$ cat src/rtl/ep_stat_pkg.sv
package ep_stat_pkg;
  localparam int unsigned N_FLAG = 3;
  localparam int unsigned N_EN   = N_FLAG + 1;
  localparam int unsigned CNT_W  = 2;
  localparam int unsigned FL_STALL = 0;
  localparam int unsigned FL_CRC   = 1;
  localparam int unsigned FL_SHORT = 2;
  localparam int unsigned EN_EMPTY = N_FLAG;
  localparam logic [1:0] TOG_D0 = 2'b00;
  localparam logic [1:0] TOG_D1 = 2'b01;
endpackage

$ cat src/rtl/ep_flag_bank.sv
module ep_flag_bank #(
  parameter int unsigned N = 3
) (
  input  logic         clk_i,
  input  logic         rst_ni,
  input  logic [N-1:0] set_i,
  input  logic [N-1:0] clr_i,
  output logic [N-1:0] flag_o
);
  for (genvar k = 0; k < N; k++) begin : g_flag
    logic q;
    always_ff @(posedge clk_i or negedge rst_ni) begin
      if (!rst_ni) q <= 1'b0;
      else         q <= set_i[k] | (q & ~clr_i[k]);  // set wins
    end
    assign flag_o[k] = q;
  end
endmodule

$ cat src/rtl/ep_toggle.sv
module ep_toggle
  import ep_stat_pkg::*;
(
  input  logic       clk_i,
  input  logic       rst_ni,
  input  logic       dir_in_i,
  input  logic       setup_i,
  input  logic       tx_ack_i,
  input  logic       rx_pkt_i,
  input  logic       rx_pid_i,
  output logic [1:0] dtseq_o
);
  logic [1:0] q;
  always_ff @(posedge clk_i or negedge rst_ni) begin
    if (!rst_ni)                  q <= TOG_D1;
    else if (setup_i)             q <= dir_in_i ? TOG_D1 : TOG_D0;
    else if (dir_in_i && tx_ack_i) q <= {1'b0, ~q[0]};
    else if (!dir_in_i && rx_pkt_i) q <= {1'b0, rx_pid_i};
  end
  assign dtseq_o = q;
endmodule

$ cat src/rtl/ep_bank_cnt.sv
module ep_bank_cnt #(
  parameter int unsigned NB = 2,
  parameter int unsigned W  = 2
) (
  input  logic         clk_i,
  input  logic         rst_ni,
  input  logic         fill_i,
  input  logic         rel_i,
  output logic [W-1:0] cnt_o
);
  localparam logic [W-1:0] MAX = W'(NB);
  logic [W-1:0] q;
  always_ff @(posedge clk_i or negedge rst_ni) begin
    if (!rst_ni) q <= '0;
    else if (fill_i && !rel_i && q != MAX) q <= q + 1'b1;
    else if (rel_i && !fill_i && q != '0)  q <= q - 1'b1;
  end
  assign cnt_o = q;
endmodule

$ cat src/rtl/ep_stat_irq.sv
module ep_stat_irq
  import ep_stat_pkg::*;
#(
  parameter int unsigned NB_BANKS = 2
) (
  input  logic              clk_i,
  input  logic              rst_ni,
  input  logic              cfg_in_i,
  input  logic              cfg_ctrl_i,
  input  logic              cfg_iso_i,
  input  logic              cfg_dma_end_i,
  input  logic              cfg_auto_sw_i,
  input  logic              ev_stall_sent_i,
  input  logic              ev_crc_err_i,
  input  logic              ev_pkt_rx_i,
  input  logic              rx_short_i,
  input  logic              rx_pid_i,
  input  logic              ev_tx_ack_i,
  input  logic              ev_tx_short_i,
  input  logic              ev_setup_i,
  input  logic              ev_bank_fill_i,
  input  logic              ev_bank_rel_i,
  input  logic              stall_set_i,
  input  logic              stall_clr_i,
  input  logic [N_FLAG-1:0] clr_i,
  input  logic              en_wr_i,
  input  logic [N_EN-1:0]   en_wdata_i,
  output logic              stall_req_o,
  output logic [N_FLAG-1:0] flags_o,
  output logic [N_EN-1:0]   en_o,
  output logic [1:0]        dtseq_o,
  output logic [CNT_W-1:0]  busy_o,
  output logic              irq_o
);
  logic              stall_req_q;
  logic [N_EN-1:0]   en_q;
  logic              irq_q;
  logic [N_FLAG-1:0] set_vec;
  logic              short_out, short_in;

  always_ff @(posedge clk_i or negedge rst_ni) begin
    if (!rst_ni)          stall_req_q <= 1'b0;
    else if (stall_set_i) stall_req_q <= 1'b1;
    else if (stall_clr_i) stall_req_q <= 1'b0;
  end

  always_ff @(posedge clk_i or negedge rst_ni) begin
    if (!rst_ni)      en_q <= '0;
    else if (en_wr_i) en_q <= en_wdata_i;
  end

  assign short_out = !cfg_ctrl_i && !cfg_in_i && ev_pkt_rx_i && rx_short_i;
  assign short_in  = !cfg_ctrl_i && cfg_in_i && ev_tx_short_i
                     && cfg_dma_end_i && cfg_auto_sw_i;

  always_comb begin
    set_vec           = '0;
    set_vec[FL_STALL] = ev_stall_sent_i && stall_req_q;
    set_vec[FL_CRC]   = ev_crc_err_i && cfg_iso_i && !cfg_in_i;
    set_vec[FL_SHORT] = short_out || short_in;
  end

  ep_flag_bank #(.N(N_FLAG)) u_flags (
    .clk_i (clk_i),
    .rst_ni(rst_ni),
    .set_i (set_vec),
    .clr_i (clr_i),
    .flag_o(flags_o)
  );

  ep_toggle u_tog (
    .clk_i   (clk_i),
    .rst_ni  (rst_ni),
    .dir_in_i(cfg_in_i),
    .setup_i (ev_setup_i),
    .tx_ack_i(ev_tx_ack_i),
    .rx_pkt_i(ev_pkt_rx_i),
    .rx_pid_i(rx_pid_i),
    .dtseq_o (dtseq_o)
  );

  ep_bank_cnt #(.NB(NB_BANKS), .W(CNT_W)) u_cnt (
    .clk_i (clk_i),
    .rst_ni(rst_ni),
    .fill_i(ev_bank_fill_i),
    .rel_i (ev_bank_rel_i),
    .cnt_o (busy_o)
  );

  always_ff @(posedge clk_i or negedge rst_ni) begin
    if (!rst_ni) irq_q <= 1'b0;
    else irq_q <= |(flags_o & en_q[N_FLAG-1:0])
                  || (en_q[EN_EMPTY] && busy_o == '0);
  end

  assign stall_req_o = stall_req_q;
  assign en_o        = en_q;
  assign irq_o       = irq_q;
endmodule

$ cat config.mk
export PLATFORM = sky130hd
export DESIGN_NAME = ep_stat_irq
export DESIGN_NICKNAME = d
export VERILOG_FILES = /design/src/rtl/ep_stat_pkg.sv /design/src/rtl/ep_flag_bank.sv /design/src/rtl/ep_toggle.sv /design/src/rtl/ep_bank_cnt.sv /design/src/rtl/ep_stat_irq.sv
export SDC_FILE = /design/constraint.sdc
export NUM_CORES = 1
export LEC_CHECK = 0
export BUFFER_PORTS_ARGS = -buffer_cell sky130_fd_sc_hd__clkbuf_2
export CAP_MARGIN = 20
export CORE_ASPECT_RATIO = 0.9
export CORE_MARGIN = 8
export CORE_UTILIZATION = 35
export CTS_BUF_LIST = sky130_fd_sc_hd__clkbuf_8 sky130_fd_sc_hd__clkbuf_16
export CTS_CLUSTER_DIAMETER = 100
export DETAILED_ROUTE_END_ITERATION = 6
export GPL_TIMING_DRIVEN = 1
export PLACE_DENSITY = 0.73
export SYNTH_ARGS = -nofsm -noshare
export SYNTH_HDL_FRONTEND = slang
export SYNTH_SLANG_ARGS = --single-unit
$ cat constraint.sdc
create_clock -name clk_i -period 0.8 [get_ports clk_i]
set_input_delay 0.08 -clock clk_i [delete_from_list [all_inputs] [get_ports clk_i]]
set_output_delay 0.08 -clock clk_i [all_outputs]
set_load 0.05 [all_outputs]
==> flow_summary.toml <==
[worst_setup_path]
crit_end = "dtseq_o[0]"
r2r_cells = 4
cp_max_fo = 2
required_ns = 0.72
r2r_slack_ns = -0.20
end_kind = "primary output"
r2r_start = "u_tog.dtseq_o[0]"
crit_start = "u_tog.dtseq_o[0]"
rr_endpoint = "u_tog.dtseq_o[0]"
criticalPathCategory = "reg -> out"
start_kind = "register"
worstPathArrival_ns = 0.99

[cells_and_area]
syn2layout_area_growth_pct = 92.7
final_area_sq_um = 1090
final_nets = 130
drive_gt1_share_pct = 65.7
diodes = 0

[synthesis]
synth_top_family_by_area = "compound AO/OA/AOI/OAI gates"
synthCells = 53
netlist_area_sq_um = 566
ys_seq_area_share_pct = 53.3
synthXorXnorAreaFrac_pct = 1.55
synth_warnings = 0
postSynthAreaPerCell_sq_um = 10.7
synth_cell_types = 23
synth-seq-cells = 12
synth-simple-area-share_pct = 12.2
synth_fa_ha_area_share_pct = 0
synthMuxAreaShare_pct = 11.5
synth_fp_nets = 80
synth-compound-area-share_pct = 12.8

[pwr]
switching_power_uw = 1090
power.internal_uw = 1760
power_density_nw_per_um2 = 2620
p_sw_share_pct = 38.3
pwr-share-clk_pct = 19.7
ir_drop_mv = 1.85
pwr-share-comb_pct = 49.4
p_leak_uw = 0.000538
seqPwrFrac_pct = 30.9

[routing]
drtAntennaViolNets = 0
wl_per_cell_um = 14.9
drt_iter0_markers = 3
firstDrtPassIters = 5
drt_wl_total_um = 1850
drcViolationCount = 0
num_vias = 570
vias_per_cell = 4.60

[floorplanning]
die_w_um = 58.4
fp.dieArea_sq_um = 3160
initial_utilization_pct = 38.2
io_pins = 40
coreArea_sq_um = 1480
fp-row-count = 13
die_h_um = 54.1

[sta]
period_share_pct = 134
hold_viol_final = 0
worst_slack_ns = -0.269
period_needed_ns = 1.07
grt_setup_unrepaired = "true"
fin_skew_ns = 0.00396
fmax_mhz = 935
hold_slack_ns = 0.00518
slew_viol_final = 0
setup_violations = 19

[global_routing]
grt_pass1_wl_um = 2730
grt_pass1_vias = 622
grt_max_degree = 13
overflow = 0
global_route.usage.total_pct = 11.6
antenna_found_initial = 0

[place]
dp_hpwl_um = 1350
place_congestion = 0.746
dpl_cell_area_sq_um = 800
io_buffers = 38

[clock_tree]
cts_root_buffer = "clkbuf_8"
insertion_delay_ns = 0.24
numCtsBuffers = 3
clkTransAtPathRegs_ns = 0.05
cts_sinks = 12
clk_path_buf_depth = 2
htreeDepth = 1
cts_tree = "built"

[worst_hold_path]
hold_start = "ev_setup_i"
hold_class = "in -> reg"

[status]
violations = "negative setup slack"
status = "finished, violations left"

[run]
max_cap_viol_count = 0
-- power by group through the flow --
stage | logic (uW) | clock network, uW | registers, uW
final | 1410 | 562 | 884
after global routing | 1480 | 609 | 899
after CTS | 1310 | 581 | 845
after detailed placement | 868 | 0 | 868
after global placement | 855 | 0 | 871
after floorplan | 258 | 0 | 1210
-- per-stage QoR --
stage / setup WS, ns / utilization, % / setup TNS, ns / cells / total power [uW]
3_5_place_dp: -0.142 / 54.0 / -0.436 / 112 / 1740
6_report: -0.269 / 73.6 / -2.33 / 124 / 2850
5_1_grt: -0.298 / 73.6 / -2.94 / 124 / 2990
4_1_cts: -0.275 / 71.8 / -2.42 / 123 / 2740
3_3_place_gp: -0.0981 / 54.0 / -0.366 / 112 / 1730
2_1_floorplan: -0.268 / - / -1.25 / 53 / 1460
-- critical path, stage by stage, from the launching register on --
cell	delay (ns)
dfstp_2	0.53
buf_6	0.09
buf_12	0.12
-- sequential cells by signal, indices dropped and copies added, names as in the netlist --
name,cells
u_flags.g_flag.q,3
u_cnt.cnt_o,2
stall_req_o,1
en_o,4
u_tog.dtseq_o,1
irq_o,1
-- routing by layer --
layer | share of wire (%) | GRT usage (%) | wire length, um | up-vias
met5 | 0 | 0 | 0 | -
met4 | 0 | 3.66 | 0 | 0
met3 | 9.9 | 7.36 | 182 | 0
met2 | 54 | 20.9 | 1010 | 21
met1 | 36 | 10.7 | 658 | 272
li1 | - | - | - | 277
-- worst min path at each step --
| stage | slack (ns) | end | depth (start not counted) |
|---|---|---|---|
| 2_1_floorplan | -0.22 | en_o[0] | 0 |
| 3_3_place_gp | -0.02 | u_flags.g_flag[0].q | 1 |
| 3_5_place_dp | -0.01 | en_o[3] | 1 |
| 4_1_cts | 0.001 | u_flags.g_flag[2].q | 2 |
| 5_1_grt | 0.01 | u_flags.g_flag[2].q | 2 |
| 6_report | 0.005 | u_tog.dtseq_o[0] | 2 |
-- repair_timing --
item                                   CTS  global route
setup endpoints to repair               16            22
hold buffers                             1             0
gates resized for setup                 33            11
pin swaps                                1             0
setup buffers                            6             1
endpoints found under the hold margin   11             0
-- layout by cell type (no fill, tap or decap), types with 2 or more instances in the layout --
master     instances
dfrtp_2            7
clkbuf_8           3
mux2_2             4
dfrtp_1            4
o21ai_1            2
mux2i_1            2
nor2b_1            2
o22ai_1            2
clkbuf_2          26
buf_8              8
inv_1              5
buf_4              3
clkbuf_16          3
buf_6              7
nand2_1            5
nor2_1             2
-- cell type report --
| type | instances | area [sq um] |
|---|---|---|
| clock buffers | 3 | 41.3 |
| clock inverters | 1 | 3.75 |
| fillers | 109 | 390 |
| inverters | 4 | 15.0 |
| multi-input cells | 33 | 235 |
| flip-flops and latches | 12 | 310 |
| well taps | 22 | 27.5 |
| repair buffers | 49 | 457 |
-- Yosys cell counts --
library cell  number  area [sq um]
nor2_1             2          7.51
a211oi_1           1          7.51
a21oi_1            2          10.0
dfrtp_1           11           275
xor2_1             1          8.76
dfstp_2            1          26.3
nor3b_1            1          7.51
nand2b_1           1          6.26
o22ai_1            2          12.5
a21o_1             1          7.51
o31ai_1            1          7.51
mux2i_1            2          20.0
mux2_2             4          45.0
nand2_1            6          22.5
nor2b_1            2          12.5
buf_4              4          30.0
nand4_1            1          6.26
o21a_1             1          7.51
a222oi_1           1          10.0
o21ai_1            2          10.0
or2_0              1          6.26
conb_1             1          3.75
inv_1              4          15.0
-- cell families after synthesis --
kind of cell / after synthesis
compound gates: 11
simple gates: 14
buf+inv: 8
mux: 6
other cells: 1
flops: 12
xor+xnor: 1
Power figures use the tool's default switching activity.
